<file path="config.mk">
export PLATFORM = sky130hd
export DESIGN_NAME = mm_param_shell
export DESIGN_NICKNAME = d
export VERILOG_FILES = /design/src/rtl/mm_param_pkg.sv /design/src/rtl/xreg_bank.sv /design/src/rtl/scale_check.sv /design/src/rtl/seq_ctrl.sv /design/src/rtl/mm_param_shell.sv
export SDC_FILE = /design/constraint.sdc
export NUM_CORES = 1
export LEC_CHECK = 0
export BUFFER_PORTS_ARGS = -buffer_cell sky130_fd_sc_hd__buf_2
export CAP_MARGIN = 20
export CORE_ASPECT_RATIO = 0.6
export CORE_MARGIN = 10
export CORE_UTILIZATION = 57
export CTS_CLUSTER_SIZE = 28
export DETAILED_ROUTE_END_ITERATION = 16
export PLACE_DENSITY_LB_ADDON = 0.1
export SLEW_MARGIN = 20
export SYNTH_ARGS = -nofsm -noshare
export SYNTH_HDL_FRONTEND = slang
export SYNTH_SLANG_ARGS = --single-unit
</file>
<file path="constraint.sdc">
create_clock -name clk -period 2 [get_ports clk]
set_input_delay 0.1 -clock clk [delete_from_list [all_inputs] [get_ports clk]]
set_output_delay 0.1 -clock clk [all_outputs]
set_load 0.01 [all_outputs]
</file>
<file path="src/rtl/mm_param_pkg.sv">
package mm_param_pkg;

    localparam int WORD_W    = 32;
    localparam int XREG_N    = 13;
    localparam int XIDX_W    = $clog2(XREG_N + 3);

    localparam int IX_ROWS   = 0;
    localparam int IX_COLS   = 1;
    localparam int IX_DEPTH  = 2;
    localparam int IX_AL_HI  = 3;
    localparam int IX_AL_LO  = 4;
    localparam int IX_ABASE  = 5;
    localparam int IX_ASTR   = 6;
    localparam int IX_BBASE  = 7;
    localparam int IX_BSTR   = 8;
    localparam int IX_BE_HI  = 9;
    localparam int IX_BE_LO  = 10;
    localparam int IX_CBASE  = 11;
    localparam int IX_CSTR   = 12;

    localparam logic [63:0] FP_POS_ONE = 64'h3FF0_0000_0000_0000;
    localparam logic [63:0] FP_NEG_ONE = 64'hBFF0_0000_0000_0000;
    localparam logic [63:0] FP_ZERO    = 64'h0000_0000_0000_0000;

    typedef enum logic [1:0] {
        ST_IDLE  = 2'd0,
        ST_LATCH = 2'd1,
        ST_RUN   = 2'd2,
        ST_DONE  = 2'd3
    } seq_state_t;

    typedef struct packed {
        logic [WORD_W-1:0] rows;
        logic [WORD_W-1:0] cols;
        logic [WORD_W-1:0] depth;
        logic [WORD_W-1:0] a_base;
        logic [WORD_W-1:0] a_stride;
        logic [WORD_W-1:0] b_base;
        logic [WORD_W-1:0] b_stride;
        logic [WORD_W-1:0] c_base;
        logic [WORD_W-1:0] c_stride;
        logic              negate;
        logic              keep_c;
    } mm_cfg_t;

    typedef struct packed {
        logic ok;
        logic bit_out;
    } scale_dec_t;

    function automatic scale_dec_t decode_alpha(input logic [63:0] v);
        scale_dec_t r;
        r.ok      = (v == FP_POS_ONE) || (v == FP_NEG_ONE);
        r.bit_out = (v == FP_NEG_ONE);
        return r;
    endfunction

    function automatic scale_dec_t decode_beta(input logic [63:0] v);
        scale_dec_t r;
        r.ok      = (v == FP_ZERO) || (v == FP_POS_ONE);
        r.bit_out = (v == FP_POS_ONE);
        return r;
    endfunction

endpackage

</file>
<file path="src/rtl/xreg_bank.sv">
module xreg_bank
    import mm_param_pkg::*;
#(
    parameter int N     = XREG_N,
    parameter int W     = WORD_W,
    parameter int IDX_W = XIDX_W
) (
    input  logic                clk,
    input  logic                rst,
    input  logic                lock,
    input  logic                wr_en,
    input  logic [IDX_W-1:0]    wr_idx,
    input  logic [W-1:0]        wr_data,
    output logic [N-1:0][W-1:0] regs
);

    for (genvar g = 0; g < N; g++) begin : g_reg
        always_ff @(posedge clk) begin
            if (rst) begin
                regs[g] <= '0;
            end else if (wr_en && !lock && (wr_idx == IDX_W'(g))) begin
                regs[g] <= wr_data;
            end
        end
    end

    AST_BANK_LOCKED: assert property (@(posedge clk) disable iff (rst)
        lock |=> $stable(regs)) else $error("bank changed while locked");

endmodule

</file>
<file path="src/rtl/scale_check.sv">
module scale_check
    import mm_param_pkg::*;
#(
    parameter int N = XREG_N,
    parameter int W = WORD_W
) (
    input  logic [N-1:0][W-1:0] regs,
    output mm_cfg_t             cfg,
    output logic                cfg_ok
);

    scale_dec_t al_d;
    scale_dec_t be_d;

    always_comb begin
        al_d = decode_alpha({regs[IX_AL_HI], regs[IX_AL_LO]});
        be_d = decode_beta({regs[IX_BE_HI], regs[IX_BE_LO]});

        cfg.rows     = regs[IX_ROWS];
        cfg.cols     = regs[IX_COLS];
        cfg.depth    = regs[IX_DEPTH];
        cfg.a_base   = regs[IX_ABASE];
        cfg.a_stride = regs[IX_ASTR];
        cfg.b_base   = regs[IX_BBASE];
        cfg.b_stride = regs[IX_BSTR];
        cfg.c_base   = regs[IX_CBASE];
        cfg.c_stride = regs[IX_CSTR];
        cfg.negate   = al_d.bit_out;
        cfg.keep_c   = be_d.bit_out;
        cfg_ok       = al_d.ok && be_d.ok;
    end

endmodule

</file>
<file path="src/rtl/seq_ctrl.sv">
module seq_ctrl
    import mm_param_pkg::*;
(
    input  logic       clk,
    input  logic       rst,
    input  logic       exec_req,
    input  logic       core_done,
    input  logic       cfg_ok,
    output seq_state_t state,
    output logic       load_en,
    output logic       busy,
    output logic       core_start,
    output logic       end_flag,
    output logic       cfg_error
);

    always_ff @(posedge clk) begin
        if (rst) begin
            state      <= ST_IDLE;
            core_start <= 1'b0;
            cfg_error  <= 1'b0;
        end else begin
            core_start <= 1'b0;
            case (state)
                ST_IDLE, ST_DONE: begin
                    if (exec_req) begin
                        state     <= ST_LATCH;
                        cfg_error <= 1'b0;
                    end
                end
                ST_LATCH: begin
                    if (cfg_ok) begin
                        state      <= ST_RUN;
                        core_start <= 1'b1;
                    end else begin
                        state     <= ST_DONE;
                        cfg_error <= 1'b1;
                    end
                end
                ST_RUN: begin
                    if (core_done) begin
                        state <= ST_DONE;
                    end
                end
                default: state <= ST_IDLE;
            endcase
        end
    end

    assign load_en  = (state == ST_LATCH);
    assign busy     = (state == ST_LATCH) || (state == ST_RUN);
    assign end_flag = (state == ST_DONE);

    AST_START_SINGLE: assert property (@(posedge clk) disable iff (rst)
        core_start |=> !core_start) else $error("start longer than one cycle");
    AST_LATCH_ONE_CYCLE: assert property (@(posedge clk) disable iff (rst)
        (state == ST_LATCH) |=> (state != ST_LATCH)) else $error("copy phase too long");
    AST_END_HELD: assert property (@(posedge clk) disable iff (rst)
        (end_flag && !exec_req) |=> end_flag) else $error("end dropped early");
    AST_ERR_NO_START: assert property (@(posedge clk) disable iff (rst)
        cfg_error |-> !core_start) else $error("start with error");
    AST_EXEC_DROPPED: assert property (@(posedge clk) disable iff (rst)
        (state == ST_RUN) |=> !core_start) else $error("restart during run");

endmodule

</file>
<file path="src/rtl/mm_param_shell.sv">
module mm_param_shell
    import mm_param_pkg::*;
(
    input  logic                clk,
    input  logic                rst,
    input  logic                wr_en,
    input  logic [XIDX_W-1:0]   wr_idx,
    input  logic [WORD_W-1:0]   wr_data,
    input  logic                exec_req,
    output logic                end_flag,
    output logic                cfg_error,
    output logic                core_start,
    input  logic                core_done,
    output logic [WORD_W-1:0]   core_rows,
    output logic [WORD_W-1:0]   core_cols,
    output logic [WORD_W-1:0]   core_depth,
    output logic [WORD_W-1:0]   core_a_base,
    output logic [WORD_W-1:0]   core_a_stride,
    output logic [WORD_W-1:0]   core_b_base,
    output logic [WORD_W-1:0]   core_b_stride,
    output logic [WORD_W-1:0]   core_c_base,
    output logic [WORD_W-1:0]   core_c_stride,
    output logic                core_negate,
    output logic                core_keep_c
);

    logic [XREG_N-1:0][WORD_W-1:0] bank;
    mm_cfg_t    live_cfg;
    mm_cfg_t    shadow;
    logic       cfg_ok;
    logic       load_en;
    logic       busy;
    seq_state_t state;

    xreg_bank #(.N(XREG_N), .W(WORD_W), .IDX_W(XIDX_W)) u_bank (
        .clk     (clk),
        .rst     (rst),
        .lock    (busy),
        .wr_en   (wr_en),
        .wr_idx  (wr_idx),
        .wr_data (wr_data),
        .regs    (bank)
    );

    scale_check #(.N(XREG_N), .W(WORD_W)) u_check (
        .regs   (bank),
        .cfg    (live_cfg),
        .cfg_ok (cfg_ok)
    );

    seq_ctrl u_seq (
        .clk        (clk),
        .rst        (rst),
        .exec_req   (exec_req),
        .core_done  (core_done),
        .cfg_ok     (cfg_ok),
        .state      (state),
        .load_en    (load_en),
        .busy       (busy),
        .core_start (core_start),
        .end_flag   (end_flag),
        .cfg_error  (cfg_error)
    );

    always_ff @(posedge clk) begin
        if (rst) begin
            shadow <= '0;
        end else if (load_en) begin
            shadow <= live_cfg;
        end
    end

    assign core_rows     = shadow.rows;
    assign core_cols     = shadow.cols;
    assign core_depth    = shadow.depth;
    assign core_a_base   = shadow.a_base;
    assign core_a_stride = shadow.a_stride;
    assign core_b_base   = shadow.b_base;
    assign core_b_stride = shadow.b_stride;
    assign core_c_base   = shadow.c_base;
    assign core_c_stride = shadow.c_stride;
    assign core_negate   = shadow.negate;
    assign core_keep_c   = shadow.keep_c;

    AST_PARAMS_FROZEN: assert property (@(posedge clk) disable iff (rst)
        (state != ST_LATCH) |=> $stable(shadow)) else $error("params moved outside copy");
    AST_START_AFTER_COPY: assert property (@(posedge clk) disable iff (rst)
        core_start |-> $past(load_en)) else $error("start without copy");

endmodule

</file>
==> out/metrics.csv <==
stage,metric,value,unit
global_route,grt_pass1_wl,115000,µm
sta,rsz0062_at_grt,yes,
global_route,antenna_found_initial,1,
hold_path,hold_start,wr_data[5],
sta,setup_tns,-95.5,ps
clock_tree,cts_tree,built,
floorplanning,die_area,0.0531,mm²
global_route,grt_pass1_vias,19543,
setup_path,critPathCaptureType,flip-flop,
sta,min_period,2020,ps
cells_and_area,fillers,3434,
route,wl_per_cell,20.7,µm
hold_path,hold_depth,3,
synthesis,syn_area_per_cell,8.72,µm²
setup_path,rr_worst_depth,9,
place,gp_congestion,0.812,
synthesis,synth_compound_area_share,8.52,%
clock_tree,cts_root_buf,clkbuf_16,
cells_and_area,final_nets,3171,
synthesis,async_flop_share,0,%
run_status,failed_checks,setup timing,
sta,relSlewSlack,48.3,%
cells_and_area,layout-drive-gt1-share,18.2,%
clock_tree,clkTransAtPathRegs,70,ps
floorplanning,fp.dieW,291,µm
sta,skew,15.9,ps
sta,timing.final.crit_share,101,%
floorplanning,fp-row-count,59,
global_route,use_met2,44.8,%
run_status,status,"finished, violations left",
setup_path,worstPathArrival,2560,ps
setup_path,r2r_setup_slack,-20,ps
clock_tree,clkSinkCount,710,
synthesis,synth_edf_count,0,
cells_and_area,final_core_util,69.3,%
setup_path,critical_path_class,reg2reg,
clock_tree,ctsLongestPathBuffers,3,
floorplanning,die_height,183,µm
route,drt_iter0_markers,2066,
route,detail_route.first_pass.iterations,5,
power_and_ir_drop,ir_worst_vdd,0.000781,V
clock_tree,clk_latency,610,ps
floorplanning,io_pins,334,
synthesis,synthAdderAreaFrac,0.150,%
setup_path,startpoint_type,flip-flop,
synthesis,synth_area,0.0251,mm²
global_route,met1_usage,34.2,%
cells_and_area,multi_input_area,0.0102,mm²
synthesis,synth_top_family_by_area,simple AND/OR/NAND/NOR gates,
setup_path,rr_endpoint,u_bank.regs[22],
setup_path,timing.rr.start,u_seq.state[0],
power_and_ir_drop,p_leak,11.7,nW
synthesis,syn_nets,2923,
clock_tree,h-tree-depth,2,
synthesis,syn-instance-count,2879,
synthesis,synth_seq_cells,710,
hold_path,min_to,u_bank.regs[69],
setup_path,cp_data_required_time,2540,ps
place,port_buffers,333,
sta,worst_slack,-23.3,ps
synthesis,yosys-mux-area-fraction,11.5,%
synthesis,yosys.cell_types.count,33,
sta,worst_pin_slew,776,ps
setup_path,crit_path_max_fanout,8,
cells_and_area,final-seq-area,0.0142,mm²
job,maxCapViolCount,0,
global_route,grtUsageMet3,7.18,%
place,place_hpwl,47700,µm
setup_path,crit_chain,inv_2 > ha_4 > nand2_4 > or3_4 > nor3_4 > buf_6 > clkbuf_16 > nand2_2 > a21oi_2,
synthesis,yosys.area_share.simple,19.2,%
synthesis,synthXorXnorAreaFrac,0,%
setup_path,crit_buf_inv,3,
sta,slew_viol_final,0,
global_route,track_usage,27.3,%
power_and_ir_drop,power_density,1050,mW/mm²
synthesis,ys.flop_type,dfxtp_1,
synthesis,yosysWarnings,0,
sta,finalSetupViolCount,9,
floorplanning,start_util,57.8,%
route,vias_per_cell,5.54,
sta,hold_viol_final,0,
hold_path,hold_path.class,in2reg,
global_route,grt_max_degree,90,
route,drtAntennaViolNets,0,
synthesis,seq_area_frac_synth,56.6,%
global_route,grt_overflow,0,
sta,fmax,494,MHz
global_route,grt_busiest_layer,met2,
floorplanning,core-area,0.0434,mm²
route,via_count,20816,
cells_and_area,area_delta_synth_final,19.9,%
setup_path,critPathMaxStageDelay,410,ps
route,drc,0,
setup_path,cp_top_family,simple AND/OR/NAND/NOR gates,
clock_tree,numCtsBuffers,60,
route,wirelength,77600,µm
setup_path,slowest_stage,or3_4,
setup_path,crit_cells,9,
## sequential cells by signal, indices dropped and copies added (netlist names)
signal / count
core_c_stride: 32
core_c_base: 32
core_rows: 32
core_keep_c: 1
core_a_base: 32
core_a_stride: 32
u_seq.state: 2
core_b_stride: 32
core_negate: 1
u_seq.cfg_error: 1
core_depth: 32
core_cols: 32
core_b_base: 32
u_bank.regs: 416
u_seq.core_start: 1
## synth_stat cells, types with 3 or more instances
| library cell | count | area (µm²) |
|---|---|---|
| mux2i_1 | 288 | 2880 |
| nand4_1 | 9 | 56.3 |
| nor2_1 | 301 | 1130 |
| nand2_1 | 847 | 3180 |
| nand2b_1 | 5 | 31.3 |
| buf_6 | 3 | 33.8 |
| a21oi_1 | 423 | 2120 |
| buf_1 | 4 | 15.0 |
| nor4_1 | 25 | 156 |
| inv_1 | 4 | 15.0 |
| ha_1 | 3 | 37.5 |
| clkbuf_1 | 123 | 462 |
| dfxtp_1 | 710 | 14200 |
| nor2b_1 | 3 | 18.8 |
| nor3_1 | 5 | 25.0 |
| buf_2 | 95 | 475 |
| nand3_1 | 9 | 45.0 |
| nor2_4 | 3 | 33.8 |
## metal layers
layer  part of all wire, %  up-vias
li1                      -     9872
met1                    41     9906
met2                    47      839
met3                   8.6      199
met4                   3.7        0
met5                     0        -
## stage by stage
step | worst slack (ps) | hold slack [ps] | total power [mW] | area, µm² | cells
after global placement | 19.9 | 437 | 19.6 | 27500 | 3623
after CTS | 11.1 | 0.498 | 31.6 | 29600 | 3743
after detailed placement | 6.75 | 447 | 19.7 | 27500 | 3623
final | -23.3 | 29.9 | 31.7 | 30100 | 3757
after floorplan | 152 | 236 | 18.2 | 25100 | 2879
after global routing | -91.9 | 7.59 | 32.6 | 30100 | 3757
## cells in the final DEF, fill, tap and decap left out, types with 5 or more instances in the layout
| master | netlist | layout |
|---|---|---|
| buf_12 | 0 | 43 |
| buf_2 | 95 | 332 |
| clkbuf_8 | 0 | 17 |
| nand3_1 | 9 | 9 |
| dlygate4sd3_1 | 0 | 8 |
| nand2_2 | 1 | 12 |
| nor4_1 | 25 | 22 |
| nand4_1 | 9 | 9 |
| dfxtp_1 | 710 | 708 |
| nor2_1 | 301 | 297 |
| mux2i_1 | 288 | 288 |
| a21oi_1 | 423 | 393 |
| clkbuf_16 | 0 | 66 |
| nand2_4 | 0 | 9 |
| nand2b_1 | 5 | 5 |
| a21oi_2 | 0 | 30 |
| buf_4 | 0 | 18 |
| nand2_1 | 847 | 827 |
| clkinv_2 | 0 | 13 |
| clkbuf_1 | 123 | 12 |
## power breakdown
group	switching [mW]	leakage, nW	total [mW]	internal, mW
registers	0.162	5.72	14.6	14.4
clock network	5.26	1.00	12.0	6.75
logic	2.97	4.94	5.09	2.12
## worst min-delay path, delay by kind of cell
family                 cells  cell delay [ps]
AO/OA/AOI/OAI              1               50
buffers and inverters      1              300
AND/OR/NAND/NOR            1              140
## repair_timing
item / in CTS / in global routing
resized for setup: 2 / 73
endpoints found under the hold margin: 89 / 0
gates cloned: 0 / 7
pin swaps: 0 / 24
buffers inserted: 0 / 6
hold buffers: 8 / 0
endpoints found under the setup margin: 2 / 309
## final cells by class
cell class,instances,area share (%)
clock buffer,90,6.00
tap,579,2.41
timing repair buffer,411,9.72
multi-input combinational,1940,33.8
clock inverter,22,0.748
antenna,1,0.00832
inverter,4,0.0499
sequential,710,47.2
## cells by family after synthesis
family | count (synthesis)
simple gates | 1223
flops | 710
compound gates | 426
mux | 288
buf+inv | 229
fa+ha+maj | 3
## how the worst max path moves through the flow
stage                     startpoint          endpoint
detailed placement  u_bank.regs[147]  u_seq.core_start
floorplan             u_seq.state[0]  u_bank.regs[225]
global placement    u_bank.regs[147]  u_seq.core_start
CTS                 u_bank.regs[159]  u_seq.core_start
finish                u_seq.state[0]   u_bank.regs[22]
global route          u_seq.state[0]  u_bank.regs[125]
Power figures use the tool's default switching activity.
